File: src/rtl/pinbank_pkg.sv
package pinbank_pkg;
  localparam int DATA_W = 32;

  // port 3 register block
  localparam logic [7:0] A3_IN      = 8'h00;
  localparam logic [7:0] A3_OSET    = 8'h04;
  localparam logic [7:0] A3_OCLR    = 8'h08;
  localparam logic [7:0] A3_OSTATE  = 8'h0C;
  // port 2 register block
  localparam logic [7:0] A2_DSET    = 8'h10;
  localparam logic [7:0] A2_DCLR    = 8'h14;
  localparam logic [7:0] A2_DSTATE  = 8'h18;
  localparam logic [7:0] A2_IN      = 8'h1C;
  localparam logic [7:0] A2_OSET    = 8'h20;
  localparam logic [7:0] A2_OCLR    = 8'h24;
  localparam logic [7:0] A2_MSET    = 8'h28;
  localparam logic [7:0] A2_MCLR    = 8'h2C;
  localparam logic [7:0] A2_MSTATE  = 8'h30;
  // uniform bidirectional banks
  localparam logic [7:0] BANK0_BASE = 8'h40;
  localparam logic [7:0] BANK1_BASE = 8'h60;
  localparam logic [7:0] OFS_IN     = 8'h00;
  localparam logic [7:0] OFS_OSET   = 8'h04;
  localparam logic [7:0] OFS_OCLR   = 8'h08;
  localparam logic [7:0] OFS_OSTATE = 8'h0C;
  localparam logic [7:0] OFS_DSET   = 8'h10;
  localparam logic [7:0] OFS_DCLR   = 8'h14;
  localparam logic [7:0] OFS_DSTATE = 8'h18;

  // port 3 bidirectional pins: level and direction field start
  localparam int P3_IO_LSB = 25;

  function automatic logic [DATA_W-1:0] low_mask(input int w);
    logic [DATA_W-1:0] m;
    m = '0;
    for (int i = 0; i < DATA_W; i++) begin
      if (i < w) m[i] = 1'b1;
    end
    return m;
  endfunction

  // input-register bit that carries port 3 bidirectional pin n
  function automatic int p3_rd_pos(input int n);
    return (n < 5) ? (10 + n) : 24;
  endfunction

  function automatic logic [DATA_W-1:0] p3_rd_mask(input int nio);
    logic [DATA_W-1:0] m;
    m = '0;
    for (int n = 0; n < nio; n++) m[p3_rd_pos(n)] = 1'b1;
    return m;
  endfunction
endpackage

File: src/rtl/pb_sync.sv
module pb_sync #(
  parameter int W = 8
) (
  input  logic         clk,
  input  logic         rst,
  input  logic [W-1:0] d,
  output logic [W-1:0] q
);
  logic [W-1:0] meta;

  always_ff @(posedge clk) begin
    if (rst) begin
      meta <= '0;
      q    <= '0;
    end else begin
      meta <= d;
      q    <= meta;
    end
  end
endmodule

File: src/rtl/pb_setclr_reg.sv
module pb_setclr_reg #(
  parameter int           W    = 32,
  parameter logic [W-1:0] KEEP = '1
) (
  input  logic         clk,
  input  logic         rst,
  input  logic         set_stb,
  input  logic         clr_stb,
  input  logic [W-1:0] wdata,
  output logic [W-1:0] q
);
  logic [W-1:0] set_bits;
  logic [W-1:0] clr_bits;

  assign set_bits = set_stb ? wdata : '0;
  assign clr_bits = clr_stb ? wdata : '0;

  // clear is applied after set, so a bit both set and cleared ends at 0
  always_ff @(posedge clk) begin
    if (rst) q <= '0;
    else     q <= (q | set_bits) & ~clr_bits & KEEP;
  end
endmodule

File: src/rtl/pb_bidir_port.sv
module pb_bidir_port
  import pinbank_pkg::*;
#(
  parameter int         W      = 8,
  parameter int         AW     = 8,
  parameter logic [7:0] BASE   = 8'h40
) (
  input  logic              clk,
  input  logic              rst,
  input  logic [AW-1:0]     addr,
  input  logic              we,
  input  logic [DATA_W-1:0] wdata,
  input  logic [W-1:0]      pad_in,
  output logic [W-1:0]      pad_out,
  output logic [W-1:0]      pad_oe,
  output logic [DATA_W-1:0] rd_data
);
  localparam logic [AW-1:0] A_IN  = AW'(BASE + OFS_IN);
  localparam logic [AW-1:0] A_OS  = AW'(BASE + OFS_OSET);
  localparam logic [AW-1:0] A_OC  = AW'(BASE + OFS_OCLR);
  localparam logic [AW-1:0] A_OST = AW'(BASE + OFS_OSTATE);
  localparam logic [AW-1:0] A_DS  = AW'(BASE + OFS_DSET);
  localparam logic [AW-1:0] A_DC  = AW'(BASE + OFS_DCLR);
  localparam logic [AW-1:0] A_DST = AW'(BASE + OFS_DSTATE);

  logic [W-1:0] in_q;
  logic         unused_wdata;

  assign unused_wdata = ^wdata;

  pb_sync #(.W(W)) u_sync (
    .clk(clk), .rst(rst), .d(pad_in), .q(in_q)
  );

  pb_setclr_reg #(.W(W)) u_out (
    .clk(clk), .rst(rst),
    .set_stb(we && addr == A_OS),
    .clr_stb(we && addr == A_OC),
    .wdata(wdata[W-1:0]),
    .q(pad_out)
  );

  pb_setclr_reg #(.W(W)) u_dir (
    .clk(clk), .rst(rst),
    .set_stb(we && addr == A_DS),
    .clr_stb(we && addr == A_DC),
    .wdata(wdata[W-1:0]),
    .q(pad_oe)
  );

  always_comb begin
    rd_data = '0;
    if (addr == A_IN)  rd_data = DATA_W'(in_q);
    if (addr == A_OST) rd_data = DATA_W'(pad_out);
    if (addr == A_DST) rd_data = DATA_W'(pad_oe);
  end
endmodule

File: src/rtl/pinbank_ctrl.sv
module pinbank_ctrl
  import pinbank_pkg::*;
#(
  parameter int ADDR_W   = 8,
  parameter int P0_W     = 8,
  parameter int P1_W     = 24,
  parameter int P2_W     = 13,
  parameter int MUX_W    = 8,
  parameter int P3_IO_W  = 6,
  parameter int P3_GPI_W = 28,
  parameter int P3_GPO_W = 24
) (
  input  logic                clk,
  input  logic                rst,
  input  logic [ADDR_W-1:0]   bus_addr,
  input  logic                bus_we,
  input  logic [DATA_W-1:0]   bus_wdata,
  output logic [DATA_W-1:0]   bus_rdata,
  input  logic [P0_W-1:0]     p0_in,
  output logic [P0_W-1:0]     p0_out,
  output logic [P0_W-1:0]     p0_oe,
  input  logic [P1_W-1:0]     p1_in,
  output logic [P1_W-1:0]     p1_out,
  output logic [P1_W-1:0]     p1_oe,
  input  logic [P2_W-1:0]     p2_in,
  output logic [P2_W-1:0]     p2_out,
  output logic [P2_W-1:0]     p2_oe,
  output logic [MUX_W-1:0]    p2_mux,
  input  logic [P3_IO_W-1:0]  p3_io_in,
  output logic [P3_IO_W-1:0]  p3_io_out,
  output logic [P3_IO_W-1:0]  p3_io_oe,
  input  logic [P3_GPI_W-1:0] p3_gpi,
  output logic [P3_GPO_W-1:0] p3_gpo
);
  localparam logic [DATA_W-1:0] IO_FIELD  = low_mask(P3_IO_W) << P3_IO_LSB;
  localparam logic [DATA_W-1:0] DIR2_KEEP = low_mask(P2_W) | IO_FIELD;
  localparam logic [DATA_W-1:0] OUT3_KEEP = low_mask(P3_GPO_W) | IO_FIELD;
  localparam logic [DATA_W-1:0] IO_RDPOS  = p3_rd_mask(P3_IO_W);

  function automatic logic hit(input logic [ADDR_W-1:0] a, input logic [7:0] ofs);
    return a == ADDR_W'(ofs);
  endfunction

  // ---------------- ports 0 and 1: uniform banks ----------------
  logic [DATA_W-1:0] rd_p0, rd_p1;

  pb_bidir_port #(.W(P0_W), .AW(ADDR_W), .BASE(BANK0_BASE)) u_bank0 (
    .clk(clk), .rst(rst), .addr(bus_addr), .we(bus_we), .wdata(bus_wdata),
    .pad_in(p0_in), .pad_out(p0_out), .pad_oe(p0_oe), .rd_data(rd_p0)
  );

  pb_bidir_port #(.W(P1_W), .AW(ADDR_W), .BASE(BANK1_BASE)) u_bank1 (
    .clk(clk), .rst(rst), .addr(bus_addr), .we(bus_we), .wdata(bus_wdata),
    .pad_in(p1_in), .pad_out(p1_out), .pad_oe(p1_oe), .rd_data(rd_p1)
  );

  // ---------------- port 2 ----------------
  logic [DATA_W-1:0] dir2_q;
  logic [P2_W-1:0]   in2_q;

  pb_setclr_reg #(.W(DATA_W), .KEEP(DIR2_KEEP)) u_dir2 (
    .clk(clk), .rst(rst),
    .set_stb(bus_we && hit(bus_addr, A2_DSET)),
    .clr_stb(bus_we && hit(bus_addr, A2_DCLR)),
    .wdata(bus_wdata), .q(dir2_q)
  );

  pb_setclr_reg #(.W(P2_W)) u_out2 (
    .clk(clk), .rst(rst),
    .set_stb(bus_we && hit(bus_addr, A2_OSET)),
    .clr_stb(bus_we && hit(bus_addr, A2_OCLR)),
    .wdata(bus_wdata[P2_W-1:0]), .q(p2_out)
  );

  pb_setclr_reg #(.W(MUX_W)) u_mux2 (
    .clk(clk), .rst(rst),
    .set_stb(bus_we && hit(bus_addr, A2_MSET)),
    .clr_stb(bus_we && hit(bus_addr, A2_MCLR)),
    .wdata(bus_wdata[MUX_W-1:0]), .q(p2_mux)
  );

  pb_sync #(.W(P2_W)) u_sync2 (.clk(clk), .rst(rst), .d(p2_in), .q(in2_q));

  assign p2_oe    = dir2_q[P2_W-1:0];
  assign p3_io_oe = dir2_q[P3_IO_LSB +: P3_IO_W];

  // ---------------- port 3: mixed classes ----------------
  logic [DATA_W-1:0]   out3_q;
  logic [P3_IO_W-1:0]  io3_q;
  logic [P3_GPI_W-1:0] gpi3_q;
  logic [DATA_W-1:0]   in3_word;
  logic                unused_gpi;

  pb_setclr_reg #(.W(DATA_W), .KEEP(OUT3_KEEP)) u_out3 (
    .clk(clk), .rst(rst),
    .set_stb(bus_we && hit(bus_addr, A3_OSET)),
    .clr_stb(bus_we && hit(bus_addr, A3_OCLR)),
    .wdata(bus_wdata), .q(out3_q)
  );

  pb_sync #(.W(P3_IO_W))  u_sync3io  (.clk(clk), .rst(rst), .d(p3_io_in), .q(io3_q));
  pb_sync #(.W(P3_GPI_W)) u_sync3gpi (.clk(clk), .rst(rst), .d(p3_gpi),   .q(gpi3_q));

  assign p3_gpo    = out3_q[P3_GPO_W-1:0];
  assign p3_io_out = out3_q[P3_IO_LSB +: P3_IO_W];

  // input-only bits fill the positions the bidirectional pins leave free
  always_comb begin
    in3_word = DATA_W'(gpi3_q) & ~IO_RDPOS;
    for (int n = 0; n < P3_IO_W; n++) begin
      in3_word[p3_rd_pos(n)] = io3_q[n];
    end
  end

  assign unused_gpi = ^(DATA_W'(gpi3_q) & IO_RDPOS);

  // ---------------- read decode ----------------
  logic [DATA_W-1:0] rd_word;

  always_comb begin
    rd_word = rd_p0 | rd_p1;
    if (hit(bus_addr, A3_IN))     rd_word = in3_word;
    if (hit(bus_addr, A3_OSTATE)) rd_word = out3_q;
    if (hit(bus_addr, A2_DSTATE)) rd_word = dir2_q;
    if (hit(bus_addr, A2_IN))     rd_word = DATA_W'(in2_q);
    if (hit(bus_addr, A2_MSTATE)) rd_word = DATA_W'(p2_mux);
  end

  always_ff @(posedge clk) begin
    if (rst) bus_rdata <= '0;
    else     bus_rdata <= rd_word;
  end
endmodule

File: config.mk
export PLATFORM = sky130hd
export DESIGN_NAME = pinbank_ctrl
export DESIGN_NICKNAME = d
export VERILOG_FILES = /design/src/rtl/pinbank_pkg.sv /design/src/rtl/pb_sync.sv /design/src/rtl/pb_setclr_reg.sv /design/src/rtl/pb_bidir_port.sv /design/src/rtl/pinbank_ctrl.sv
export SDC_FILE = /design/constraint.sdc
export NUM_CORES = 1
export LEC_CHECK = 0
export BUFFER_PORTS_ARGS = -buffer_cell sky130_fd_sc_hd__buf_2
export CORE_MARGIN = 2
export CORE_UTILIZATION = 35
export CTS_BUF_LIST = sky130_fd_sc_hd__clkbuf_16
export DETAILED_ROUTE_END_ITERATION = 12
export GPL_TIMING_DRIVEN = 1
export PLACE_DENSITY_LB_ADDON = 0.05
export SLEW_MARGIN = 25
export SYNTH_ARGS = -nofsm -noshare
export SYNTH_HDL_FRONTEND = slang
export SYNTH_SLANG_ARGS = --single-unit
File: constraint.sdc
create_clock -name clk -period 1.64 [get_ports clk]
set_input_delay 0.164 -clock clk [delete_from_list [all_inputs] [get_ports clk]]
set_output_delay 0.164 -clock clk [all_outputs]
set_load 0.005 [all_outputs]
Word level (Yosys, flattened, before mapping)
Cells that the tools add are included.
{"block": "classes", "eq_ne": 26, "muxes": 27, "bitwise_logic": 25, "n_reduce_logical": 19}
{"cell": "24-bit two-way mux", "n": 7}
{"cell": "31-bit two-way mux", "n": 4}
{"cell": "8-bit by 7-bit equality test with 1-bit output, second input constant", "n": 14}
{"cell": "32-bit two-way mux", "n": 3}
{"cell": "8-bit two-way mux", "n": 10}
{"cell": "31-bit AND", "n": 2}
{"cell": "31-bit NOT", "n": 2}
{"cell": "31-bit OR", "n": 2}
{"cell": "24-bit AND", "n": 2}
{"cell": "24-bit NOT", "n": 2}
{"cell": "24-bit OR", "n": 2}
{"cell": "8-bit by 6-bit equality test with 1-bit output, second input constant", "n": 5}
{"cell": "13-bit two-way mux", "n": 3}
{"cell": "8-bit by 5-bit equality test with 1-bit output, second input constant", "n": 4}
{"cell": "32-bit OR", "n": 1}
{"cell": "8-bit AND", "n": 3}
{"cell": "8-bit NOT", "n": 3}
{"cell": "8-bit OR", "n": 3}
{"cell": "8-bit by 4-bit equality test with 1-bit output, second input constant", "n": 2}
{"cell": "1-bit logical AND", "n": 16}
{"cell": "13-bit AND", "n": 1}
{"cell": "13-bit NOT", "n": 1}
{"cell": "13-bit OR", "n": 1}
{"cell": "8-bit by 3-bit equality test with 1-bit output, second input constant", "n": 1}
{"cell": "other kinds (3)", "n": 3}
{"block": "totals", "reg_bits": 324, "inputBits": 122, "out_inout_bits": 166, "elab_cells": 118}

Logic depth before layout (Yosys ltp)
Gate-level depths: netlist (run 1).
{"block": "logic_depth", "depth_word": 10, "mapped_depth": 9, "mapped_depth_nobuf": 5}

By module
From an unflattened synthesis (run 1), not the netlist that was laid out.
{"block": "unflattened", "hier_cells": 1214, "area_unflattened_um2": 13466.7}
{"module": "pinbank_ctrl", "instances": 1, "cells_each": 287, "area_each_um2": 2337.2, "seq_area_each_um2": 640.6}
{"module": "pb_setclr_reg (u_bank1.u_dir ...)", "instances": 2, "cells_each": 78, "area_each_um2": 928.4, "seq_area_each_um2": 480.5}
{"module": "pb_sync (u_sync3gpi)", "instances": 1, "cells_each": 118, "area_each_um2": 1610.3, "seq_area_each_um2": 1121.1}
{"module": "pb_setclr_reg (u_out3)", "instances": 1, "cells_each": 102, "area_each_um2": 1321.3, "seq_area_each_um2": 600.6}
{"module": "pb_sync (u_bank1.u_sync)", "instances": 1, "cells_each": 101, "area_each_um2": 1305.0, "seq_area_each_um2": 960.9}
{"module": "pb_setclr_reg (u_bank0.u_dir ...)", "instances": 3, "cells_each": 27, "area_each_um2": 360.3, "seq_area_each_um2": 160.2}
{"module": "pb_setclr_reg (u_dir2)", "instances": 1, "cells_each": 77, "area_each_um2": 873.3, "seq_area_each_um2": 380.4}
{"module": "pb_sync (u_sync2)", "instances": 1, "cells_each": 54, "area_each_um2": 700.7, "seq_area_each_um2": 520.5}
{"module": "pb_bidir_port (u_bank1)", "instances": 1, "cells_each": 81, "area_each_um2": 631.9, "seq_area_each_um2": 0.0}
{"module": "pb_setclr_reg (u_out2)", "instances": 1, "cells_each": 42, "area_each_um2": 504.2, "seq_area_each_um2": 260.2}
{"module": "pb_sync (u_bank0.u_sync)", "instances": 1, "cells_each": 33, "area_each_um2": 464.2, "seq_area_each_um2": 320.3}
{"module": "pb_bidir_port (u_bank0)", "instances": 1, "cells_each": 57, "area_each_um2": 414.1, "seq_area_each_um2": 0.0}
{"module": "pb_sync (u_sync3io)", "instances": 1, "cells_each": 25, "area_each_um2": 366.6, "seq_area_each_um2": 240.2}

Worst setup path after synthesis (run 1)
OpenSTA, ideal clock, no wires.
{"block": "synth_timing", "path_type": "in2reg", "startpoint": "input port bus_addr[5]", "endpoint": "register u_dir2.q[10]", "setup_time_ps": 142, "arrival_time_ps": 1451, "required_time_ps": 1498, "path_slack_ps": 48, "stages": 6, "path_buffers": 3, "cell_sequence": "buf_6 -> or4b_1 -> buf_6 -> nor2_2 -> buf_6 -> a211oi_1"}
{"block": "synth_via", "elab_chain_cells": 5, "word_cells_on_any_way": 9, "cone_classes": "2 x eq/ne; 2 x mux; 3 x bitwise; 2 x reduce/logical"}
{"element": "start, declared", "line": "pinbank_ctrl.sv:15", "source": "input logic [ADDR_W-1:0] bus_addr,"}
{"element": "8-bit by 5-bit equality test with 1-bit output", "line": "pinbank_ctrl.sv:41", "source": "return a == ADDR_W'(ofs);"}
{"element": "1-bit logical AND (on tied branches)", "line": "pinbank_ctrl.sv:63, pinbank_ctrl.sv:64"}
{"element": "31-bit two-way mux (on tied branches)", "line": "pb_setclr_reg.sv:15, pb_setclr_reg.sv:16"}
{"element": "31-bit OR / 31-bit NOT (equally long branches)", "line": "pb_setclr_reg.sv:21", "source": "else q <= (q | set_bits) & ~clr_bits & KEEP;"}
{"element": "31-bit AND *", "line": "pb_setclr_reg.sv:21"}
{"element": "end signal, assigned", "line": "pb_setclr_reg.sv:21"}
{"element": "end, declared", "line": "pb_setclr_reg.sv:10", "source": "output logic [W-1:0] q"}
Every way passes the cells marked *; elsewhere a longest branch is shown, timed or not.
A chain may end at the register's enable or synchronous reset.

Worst setup path in the final report (run 1)
{"block": "layout_timing", "startpoint": "input port bus_addr[7]", "endpoint": "register bus_rdata[3]"}
{"block": "layout_via", "elab_chain_cells": 10, "word_cells_on_any_way": 23, "cone_classes": "10 x eq/ne; 11 x mux; 1 x bitwise; 1 x reduce/logical"}
{"element": "8-bit by 7-bit equality test with 1-bit output", "line": "pb_bidir_port.sv:53", "source": "if (addr == A_IN) rd_data = DATA_W'(in_q);"}
{"element": "8-bit two-way mux / 24-bit two-way mux (equally long branches)", "line": "pb_bidir_port.sv:53"}
{"element": "8-bit two-way mux / 24-bit two-way mux (equally long branches)", "line": "pb_bidir_port.sv:54", "source": "if (addr == A_OST) rd_data = DATA_W'(pad_out);"}
{"element": "8-bit two-way mux / 24-bit two-way mux (equally long branches)", "line": "pb_bidir_port.sv:55", "source": "if (addr == A_DST) rd_data = DATA_W'(pad_oe);"}
{"element": "32-bit OR", "line": "pinbank_ctrl.sv:121", "source": "rd_word = rd_p0 | rd_p1;"}
{"element": "32-bit two-way mux", "line": "pinbank_ctrl.sv:122", "source": "if (hit(bus_addr, A3_IN)) rd_word = in3_word;"}
{"element": "32-bit two-way mux", "line": "pinbank_ctrl.sv:123", "source": "if (hit(bus_addr, A3_OSTATE)) rd_word = out3_q;"}
{"element": "32-bit two-way mux", "line": "pinbank_ctrl.sv:124", "source": "if (hit(bus_addr, A2_DSTATE)) rd_word = dir2_q;"}
{"element": "13-bit two-way mux", "line": "pinbank_ctrl.sv:125", "source": "if (hit(bus_addr, A2_IN)) rd_word = DATA_W'(in2_q);"}
{"element": "8-bit two-way mux *", "line": "pinbank_ctrl.sv:126", "source": "if (hit(bus_addr, A2_MSTATE)) rd_word = DATA_W'(p2_mux);"}
{"element": "end signal, assigned", "line": "pinbank_ctrl.sv:131", "source": "else bus_rdata <= rd_word;"}
{"element": "end, declared", "line": "pinbank_ctrl.sv:18", "source": "output logic [DATA_W-1:0] bus_rdata,"}
Marked as above.

==> flow_summary.html, run 1 <==
<table>
<tr><th>Metric</th><th>Value</th></tr>
<tr><th colspan="2">Detailed routing</th></tr>
<tr><td>Count of unresolved DRC violations after routing</td><td>0</td></tr>
<tr><td>Antenna Violating Nets Remaining</td><td>0</td></tr>
<tr><td>1st-pass router iterations</td><td>5</td></tr>
<tr><td>Average wire per cell in the routed design</td><td>19.0 um</td></tr>
<tr><td>Total wire length</td><td>37500 um</td></tr>
<tr><td>Number of vias per cell</td><td>5.06</td></tr>
<tr><td>DRT iter0 DRCs</td><td>872</td></tr>
<tr><td>Total via count after detailed routing</td><td>9962</td></tr>
<tr><th colspan="2">Synthesis</th></tr>
<tr><td>Proportion of synthesized chip area in sequential cells</td><td>55.1%</td></tr>
<tr><td>Synthesized cell area</td><td>11300 um2</td></tr>
<tr><td>Main flop type after synthesis</td><td>dfxtp_1</td></tr>
<tr><td>Cell variety after synth</td><td>55</td></tr>
<tr><td>Number of enable flip-flop cells after synthesis</td><td>0</td></tr>
<tr><td>Number of instances in the synthesized netlist</td><td>1147</td></tr>
<tr><td>Net count after synthesis</td><td>1269</td></tr>
<tr><td>Warnings, synthesis</td><td>0</td></tr>
<tr><td>Fraction of synthesis flops using an asynchronous set or reset pin</td><td>0%</td></tr>
<tr><td>Post-Syn Area per Cell</td><td>9.85 um2</td></tr>
<tr><td>Register bit count reported by yosys</td><td>311</td></tr>
<tr><th colspan="2">Global routing</th></tr>
<tr><td>All-layer global routing usage</td><td>21.3%</td></tr>
<tr><td>Number of antenna violations at the first check in global routing</td><td>4</td></tr>
<tr><td>First-pass GRT wire length</td><td>55500 um</td></tr>
<tr><td>Largest net degree at the start of global routing</td><td>139</td></tr>
<tr><td>Total congestion overflow after global routing</td><td>0</td></tr>
<tr><td>Number of global-route vias before repair</td><td>9189</td></tr>
<tr><th colspan="2">Min path</th></tr>
<tr><td>Worst hold stages</td><td>2</td></tr>
<tr><td>Worst min-delay path startpoint</td><td>bus_wdata[10]</td></tr>
<tr><td>Path type of the worst min-delay path</td><td>in2reg</td></tr>
<tr><td>Hold-critical path endpoint</td><td>u_dir2.q[10]</td></tr>
<tr><th colspan="2">Clocking</th></tr>
<tr><td>CTS tree</td><td>built</td></tr>
<tr><td>Clock transition at the register clock pins on the worst setup and hold paths after CTS</td><td>60 ps</td></tr>
<tr><td>Buffer cell driving the clock tree root</td><td>clkbuf_16</td></tr>
<tr><td>Total number of H-tree levels</td><td>2</td></tr>
<tr><td>Clock tree sinks</td><td>311</td></tr>
<tr><td>Buffer count from post-CTS setup fixing</td><td>0</td></tr>
<tr><td>Total CTS buffers</td><td>35</td></tr>
<tr><td>Insertion delay of the later-clocked pin in the worst-skew pair</td><td>500 ps</td></tr>
<tr><td>Deepest clock path buffer count</td><td>3</td></tr>
<tr><th colspan="2">Timing</th></tr>
<tr><td>Worst Tran Pin Value</td><td>650 ps</td></tr>
<tr><td>Final critical delay including setup and external delays</td><td>1400 ps</td></tr>
<tr><td>Fraction of the cycle the final worst path needs</td><td>85.3%</td></tr>
<tr><td>Clock tree skew after final layout</td><td>11.4 ps</td></tr>
<tr><td>Normalized max-slew margin</td><td>56.7%</td></tr>
<tr><td>Hold Fails Final Rpt</td><td>0</td></tr>
<tr><td>Maximum frequency from static timing analysis</td><td>715 MHz</td></tr>
<tr><td>Final-report setup violation count</td><td>0</td></tr>
<tr><td>RSZ-0062 raised after global routing</td><td>false</td></tr>
<tr><td>Pins Over Slew Limit</td><td>0</td></tr>
<tr><th colspan="2">Placement</th></tr>
<tr><td>Cell area reported after detailed placement</td><td>13700 um2</td></tr>
<tr><td>Final weighted congestion of routability-driven global placement</td><td>0.837</td></tr>
<tr><td>Buffers on Ports</td><td>278</td></tr>
<tr><td>HPWL Detailed</td><td>26700 um</td></tr>
<tr><td>Cell count after placement</td><td>1816</td></tr>
<tr><th colspan="2">Die</th></tr>
<tr><td>Area enclosed by the die boundary</td><td>33700 um2</td></tr>
<tr><td>CORE AREA</td><td>31600 um2</td></tr>
<tr><td>Site Rows</td><td>65</td></tr>
<tr><td>Horizontal extent of the die</td><td>184 um</td></tr>
<tr><td>Initial cell density of the core</td><td>35.7%</td></tr>
<tr><td>Number of primary I/O pins</td><td>288</td></tr>
<tr><td>Die Y</td><td>184 um</td></tr>
<tr><th colspan="2">Status</th></tr>
<tr><td>Run status</td><td>completed</td></tr>
<tr><th colspan="2">Critical path</th></tr>
<tr><td>Startpoint of the worst-slack reg-to-reg timing path</td><td>u_sync3gpi.q[1]</td></tr>
<tr><td>Critical-path maximum fanout</td><td>6</td></tr>
<tr><td>Kind of end point of the critical path</td><td>register</td></tr>
<tr><td>Endpoint required time on the critical path</td><td>2060 ps</td></tr>
<tr><td>Number of cell instances on the worst register-to-register path</td><td>5</td></tr>
<tr><td>R2R setup slack</td><td>290 ps</td></tr>
<tr><td>Reg-to-reg critical path endpoint</td><td>bus_rdata[1]</td></tr>
<tr><td>CP startpoint kind</td><td>primary input</td></tr>
<tr><td>Critical path data arrival time</td><td>1820 ps</td></tr>
<tr><td>Critical setup path kind</td><td>in2reg</td></tr>
<tr><th colspan="2">Finish</th></tr>
<tr><td>Finished Core Util</td><td>49.7%</td></tr>
<tr><td>Total number of nets in the final design</td><td>1665</td></tr>
<tr><td>Layout Cells excl Fill</td><td>1970</td></tr>
<tr><td>Finished layout cell area</td><td>15700 um2</td></tr>
<tr><td>Layout cells sized above 1</td><td>29.1%</td></tr>
<tr><td>Synth-to-Final Area Change</td><td>39.0%</td></tr>
<tr><th colspan="2">Pwr</th></tr>
<tr><td>Power per cell area</td><td>1020 nW/um2</td></tr>
<tr><td>Leakage</td><td>0.00631 uW</td></tr>
<tr><td>Worst vdd rail ir drop</td><td>521 uV</td></tr>
<tr><th colspan="2">Run</th></tr>
<tr><td>Max-capacitance violation count</td><td>0</td></tr>
</table>
==> placed cells by master, fill, tap and decap left out, drive strengths merged, types with 2 or more instances in the layout <==
cell,netlist,layout
a2111oi,5,5
a211oi,135,135
a21oi,162,162
a22o,2,2
a22oi,60,60
buf,50,379
bufinv,0,2
clkbuf,62,35
clkinv,0,14
dfxtp,311,311
diode,0,3
dlygate4sd3,0,92
inv,1,8
mux2,7,7
nand2,27,27
nand3,7,7
nor2,72,72
nor2b,150,150
nor3,14,14
nor3b,7,7
nor4,8,8
o211ai,12,12
o21ai,2,2
o221ai,7,7
o22ai,20,20
or2,2,2
or3b,2,2
==> flip-flops by register name (all words and copies together), names as in the netlist, 13 cells and up <==
name	cells
bus_rdata	31
u_out3.q	30
u_bank1.u_dir.q	24
u_bank1.u_out.q	24
u_bank1.u_sync.meta	24
u_bank1.u_sync.q	24
u_sync3gpi.meta	22
u_sync3gpi.q	22
u_dir2.q	19
u_out2.q	13
u_sync2.meta	13
u_sync2.q	13
==> critical path, stage by stage <==
cell and delay [ps]:
buf_2 130, or4_1 520, buf_4 190, o32ai_1 450, nor3_1 150, o21ai_0 210
==> power by group <==
part           switching, uW  internal [uW]
logic                    528            505
clock network           3020           4190
registers               50.7           7730
==> through the flow <==
stage / hold WS, ps / worst slack, ps / power [uW] / setup TNS, ps
floorplan: 257 / 47.8 / 8380 / 0
global placement: 375 / -332 / 8800 / -16330
detailed placement: 376 / -300 / 8810 / -16600
CTS: 14.4 / 220 / 16200 / 0
global route: 44.1 / 147 / 16600 / 0
finish: 37.3 / 241 / 16000 / 0
==> synth_stat cells (2+ instances only) <==
library cell  number  area share (%)
a22oi_1           60             4.0
a211oi_1         130             8.6
a21oi_1          162             7.2
o22ai_1           20             1.1
o21ai_0            2           0.089
a211oi_2           5            0.55
nor2_4             2            0.20
clkbuf_1          62             2.1
o221ai_1           7            0.54
nand2_1           27            0.90
o211ai_1          12            0.80
buf_4              7            0.47
nor4_1             7            0.39
nor2_1            63             2.1
a2111oi_0          5            0.39
buf_1              2           0.066
nor3b_1            7            0.47
nor2b_1          150             8.3
buf_2             37             1.6
nor3_1            13            0.58
dfxtp_1          311              55
a22o_1             2            0.16
nor2_2             6            0.33
buf_6              4            0.40
mux2_2             7            0.70
or3b_1             2            0.16
nand3_1            7            0.31
==> layer usage <==
layer  wire [um]  part of all wire, %  GRT usage [%]  up-vias
li1            -                    -              -     4944
met1       18800                   50           33.2     4572
met2       15100                   40           30.0      389
met3        2810                  7.5           3.76       57
met4         714                  1.9           5.18        0
met5           0                    0              0        -
==> cell type report <==
| type | count | area (um2) |
|---|---|---|
| clock inverters | 24 | 170 |
| diodes | 3 | 7.51 |
| well taps | 402 | 503 |
| multi-input cells | 723 | 4550 |
| inverters | 1 | 3.75 |
| flip-flops and latches | 311 | 6230 |
| repair buffers | 471 | 3370 |
| fillers | 2990 | 15900 |
| clock buffers | 35 | 876 |
==> worst max path at each step <==
stage | start | to | slack [ps] | cells after the start
6_report | bus_addr[7] | bus_rdata[3] | 240 | 6
5_1_grt | bus_addr[7] | bus_rdata[3] | 150 | 7
4_1_cts | bus_addr[7] | bus_rdata[3] | 220 | 6
3_5_place_dp | bus_addr[7] | bus_rdata[3] | -300 | 6
3_3_place_gp | bus_addr[7] | bus_rdata[3] | -330 | 7
2_1_floorplan | bus_addr[5] | u_dir2.q[10] | 50 | 6
==> timing repair <==
action / CTS / global route
gates resized for setup: 0 / 0
hold buffers: 92 / 0
endpoints found under the hold margin: 128 / 0
==> cell families after synthesis <==
family | share of synthesized area (%)
xor+xnor | 0.0775
other cells | 0.0332
compound gates | 23.9
buf+inv | 4.66
simple gates | 15.4
flops | 55.1
mux | 0.786
Note: power is estimated with default switching activity, not from simulation.
==> run 2: changes to the inputs <==
--- a/config.mk
+++ b/config.mk
@@ -6,6 +6,7 @@
 export NUM_CORES = 1
 export LEC_CHECK = 0
 export BUFFER_PORTS_ARGS = -buffer_cell sky130_fd_sc_hd__buf_2
+export CORE_ASPECT_RATIO = 1.2
 export CORE_MARGIN = 2
 export CORE_UTILIZATION = 35
 export CTS_BUF_LIST = sky130_fd_sc_hd__clkbuf_16
==> run 2 against run 1 <==
  * Maximum frequency is 1.7% higher
  * Design area shrank 0.30%
  * Clock-buffer cell count down 4
  * Worst hold slack lost 0.98 ps
  * Final cell count decreased by 0.10%
  * Critical endpoint is now bus_rdata[5]
  * Largest power group unchanged
==> flow_summary.html, run 2 (synthesis results as in run 1) <==
<table>
<tr><th>Metric</th><th>Value</th></tr>
<tr><th colspan="2">Timing</th></tr>
<tr><td>Total Negative Setup Slacks</td><td>0 ps</td></tr>
<tr><td>Worst Tran Pin Value</td><td>605 ps</td></tr>
<tr><td>Clock tree skew after final layout</td><td>14.9 ps</td></tr>
<tr><td>Final-layout worst hold slack</td><td>36.3 ps</td></tr>
<tr><td>Post-layout worst setup margin</td><td>264 ps</td></tr>
<tr><td>Normalized max-slew margin</td><td>59.4%</td></tr>
<tr><td>Final critical delay including setup and external delays</td><td>1380 ps</td></tr>
<tr><td>Fraction of the cycle the final worst path needs</td><td>83.9%</td></tr>
<tr><td>Maximum frequency from static timing analysis</td><td>727 MHz</td></tr>
<tr><td>Hold Fails Final Rpt</td><td>0</td></tr>
<tr><td>RSZ-0062 raised after global routing</td><td>false</td></tr>
<tr><td>Final-report setup violation count</td><td>0</td></tr>
<tr><td>Pins Over Slew Limit</td><td>0</td></tr>
<tr><th colspan="2">Placement</th></tr>
<tr><td>Final weighted congestion of routability-driven global placement</td><td>0.885</td></tr>
<tr><td>Pre-CTS WS</td><td>-289 ps</td></tr>
<tr><td>Cell count after placement</td><td>1812</td></tr>
<tr><td>Buffers on Ports</td><td>278</td></tr>
<tr><td>HPWL Detailed</td><td>26900 um</td></tr>
<tr><th colspan="2">Die</th></tr>
<tr><td>Die Y</td><td>201 um</td></tr>
<tr><td>Site Rows</td><td>72</td></tr>
<tr><td>Number of primary I/O pins</td><td>288</td></tr>
<tr><td>Initial cell density of the core</td><td>35.3%</td></tr>
<tr><td>CORE AREA</td><td>32000 um2</td></tr>
<tr><td>Area enclosed by the die boundary</td><td>33700 um2</td></tr>
<tr><td>Horizontal extent of the die</td><td>168 um</td></tr>
<tr><th colspan="2">Clocking</th></tr>
<tr><td>Deepest clock path buffer count</td><td>3</td></tr>
<tr><td>Insertion delay of the later-clocked pin in the worst-skew pair</td><td>570 ps</td></tr>
<tr><td>Total number of H-tree levels</td><td>1</td></tr>
<tr><td>Total CTS buffers</td><td>31</td></tr>
<tr><td>Clock tree sinks</td><td>311</td></tr>
<tr><td>Clock transition at the register clock pins on the worst setup and hold paths after CTS</td><td>70 ps</td></tr>
<tr><td>Buffer cell driving the clock tree root</td><td>clkbuf_16</td></tr>
<tr><td>CTS tree</td><td>built</td></tr>
<tr><th colspan="2">Global routing</th></tr>
<tr><td>All-layer global routing usage</td><td>21.5%</td></tr>
<tr><td>Largest net degree at the start of global routing</td><td>88</td></tr>
<tr><td>Total congestion overflow after global routing</td><td>0</td></tr>
<tr><td>First-pass GRT wire length</td><td>56100 um</td></tr>
<tr><td>Number of global-route vias before repair</td><td>9224</td></tr>
<tr><td>Number of antenna violations at the first check in global routing</td><td>6</td></tr>
<tr><th colspan="2">Detailed routing</th></tr>
<tr><td>Count of unresolved DRC violations after routing</td><td>0</td></tr>
<tr><td>Number of vias per cell</td><td>5.01</td></tr>
<tr><td>Total via count after detailed routing</td><td>9868</td></tr>
<tr><td>Antenna Violating Nets Remaining</td><td>0</td></tr>
<tr><td>Total wire length</td><td>37300 um</td></tr>
<tr><td>1st-pass router iterations</td><td>5</td></tr>
<tr><td>Average wire per cell in the routed design</td><td>19.0 um</td></tr>
<tr><td>DRT iter0 DRCs</td><td>725</td></tr>
<tr><th colspan="2">Critical path</th></tr>
<tr><td>Startpoint of the worst-slack reg-to-reg timing path</td><td>u_out3.q[5]</td></tr>
<tr><td>Kind of end point of the critical path</td><td>register</td></tr>
<tr><td>Reg-to-reg critical path endpoint</td><td>bus_rdata[5]</td></tr>
<tr><td>Critical-path maximum fanout</td><td>3</td></tr>
<tr><td>Number of cell instances on the worst register-to-register path</td><td>5</td></tr>
<tr><td>R2R setup slack</td><td>370 ps</td></tr>
<tr><td>CP startpoint kind</td><td>primary input</td></tr>
<tr><td>Last element of the critical path</td><td>bus_rdata[5]</td></tr>
<tr><td>Critical path origin</td><td>bus_addr[1]</td></tr>
<tr><td>Endpoint required time on the critical path</td><td>2130 ps</td></tr>
<tr><td>Critical setup path kind</td><td>in2reg</td></tr>
<tr><td>Critical path data arrival time</td><td>1870 ps</td></tr>
<tr><th colspan="2">Pwr</th></tr>
<tr><td>Leakage</td><td>0.00627 uW</td></tr>
<tr><td>Power per cell area</td><td>1020 nW/um2</td></tr>
<tr><td>Worst vdd rail ir drop</td><td>789 uV</td></tr>
<tr><th colspan="2">Finish</th></tr>
<tr><td>Register ranked first by flip-flop count</td><td>bus_rdata</td></tr>
<tr><td>Layout cells sized above 1</td><td>28.8%</td></tr>
<tr><td>Leading registers by flop count</td><td>bus_rdata: 31 flops, u_out3.q: 30 flops</td></tr>
<tr><td>Most used cells in the layout excluding fill and tap cells</td><td>dfxtp_1 (311), buf_2 (277), a21oi_1 (162)</td></tr>
<tr><td>Finished Core Util</td><td>49.0%</td></tr>
<tr><td>Most common cell after layout, fill and taps aside</td><td>dfxtp_1</td></tr>
<tr><td>Total number of nets in the final design</td><td>1656</td></tr>
<tr><td>Synth-to-Final Area Change</td><td>38.6%</td></tr>
<tr><td>Layout Cells excl Fill</td><td>1968</td></tr>
<tr><td>Max reg flops</td><td>31</td></tr>
<tr><th colspan="2">Min path</th></tr>
<tr><td>Path type of the worst min-delay path</td><td>in2reg</td></tr>
<tr><th colspan="2">Run</th></tr>
<tr><td>Max-capacitance violation count</td><td>0</td></tr>
<tr><th colspan="2">Status</th></tr>
<tr><td>Run status</td><td>completed</td></tr>
</table>
-- run 2: cell types whose count changed in the layout (fill, tap and decap cells not counted) --
cell	delta
buf_4	-8
clkbuf_16	-4
clkinv_2	+4
dlygate4sd3_1	+4
bufinv_16	+3
clkinv_1	-3
clkinvlp_4	+2
inv_1	-2
buf_12	-1
inv_6	-1
inv_8	-1
-- run 2: repair_timing --
item | 4_1_cts | 5_1_grt
gates resized for setup | 0 | 0
endpoints found under the hold margin | 149 | 0
setup buffers | 0 | 0
hold buffers | 96 | 0
-- run 2: worst max-delay path: stages --
cell and delay [ps]:
buf_2 110, or2_2 320, buf_4 160, nor3_1 470, buf_4 220, nand3_1 80
o221ai_1 100, a32o_1 240
-- run 2: worst min-delay path by stage --
| stage | start | endpoint | cells after the start | slack (ps) |
|---|---|---|---|---|
| 2_1_floorplan | bus_wdata[25] | u_dir2.q[25] | 1 | 260 |
| 3_3_place_gp | p3_gpi[18] | u_sync3gpi.meta[18] | 2 | 370 |
| 3_5_place_dp | p3_gpi[23] | u_sync3gpi.meta[23] | 2 | 380 |
| 4_1_cts | bus_wdata[5] | u_out3.q[5] | 2 | 5 |
| 5_1_grt | bus_wdata[7] | u_bank0.u_out.q[7] | 2 | 50 |
| 6_report | bus_wdata[5] | u_bank0.u_dir.q[5] | 2 | 40 |
-- run 2: per-layer routing --
metal	GRT usage [%]	up-vias	part of all wire, %
met3	3.63	49	6.0
met2	33.4	328	45
met5	0	-	0.075
met4	5.65	6	2.2
met1	30.8	4554	47
li1	-	4931	-
-- run 2: cell type report --
cell class / instances / area, um2
tap: 407 / 509
fill: 3037 / 16300
sequential: 311 / 6230
timing repair buffer: 466 / 3330
inverter: 1 / 3.75
multi-input combinational: 723 / 4550
clock inverter: 26 / 256
antenna: 3 / 7.51
clock buffer: 31 / 776
-- run 2: power breakdown --
group          leakage, uW  internal (uW)  switching [uW]  total [uW]
sequential         0.00254           7730            54.8        7780
clock             0.000516           4220            2960        7180
combinational      0.00321            507             519        1030
-- run 2: per-stage QoR --
step                      power, uW  cell area, um2
after floorplan                8380           11300
after global placement         8790           13700
after detailed placement       8800           13700
after CTS                     16200           15700
after global routing          16600           15700
final                         16000           15700
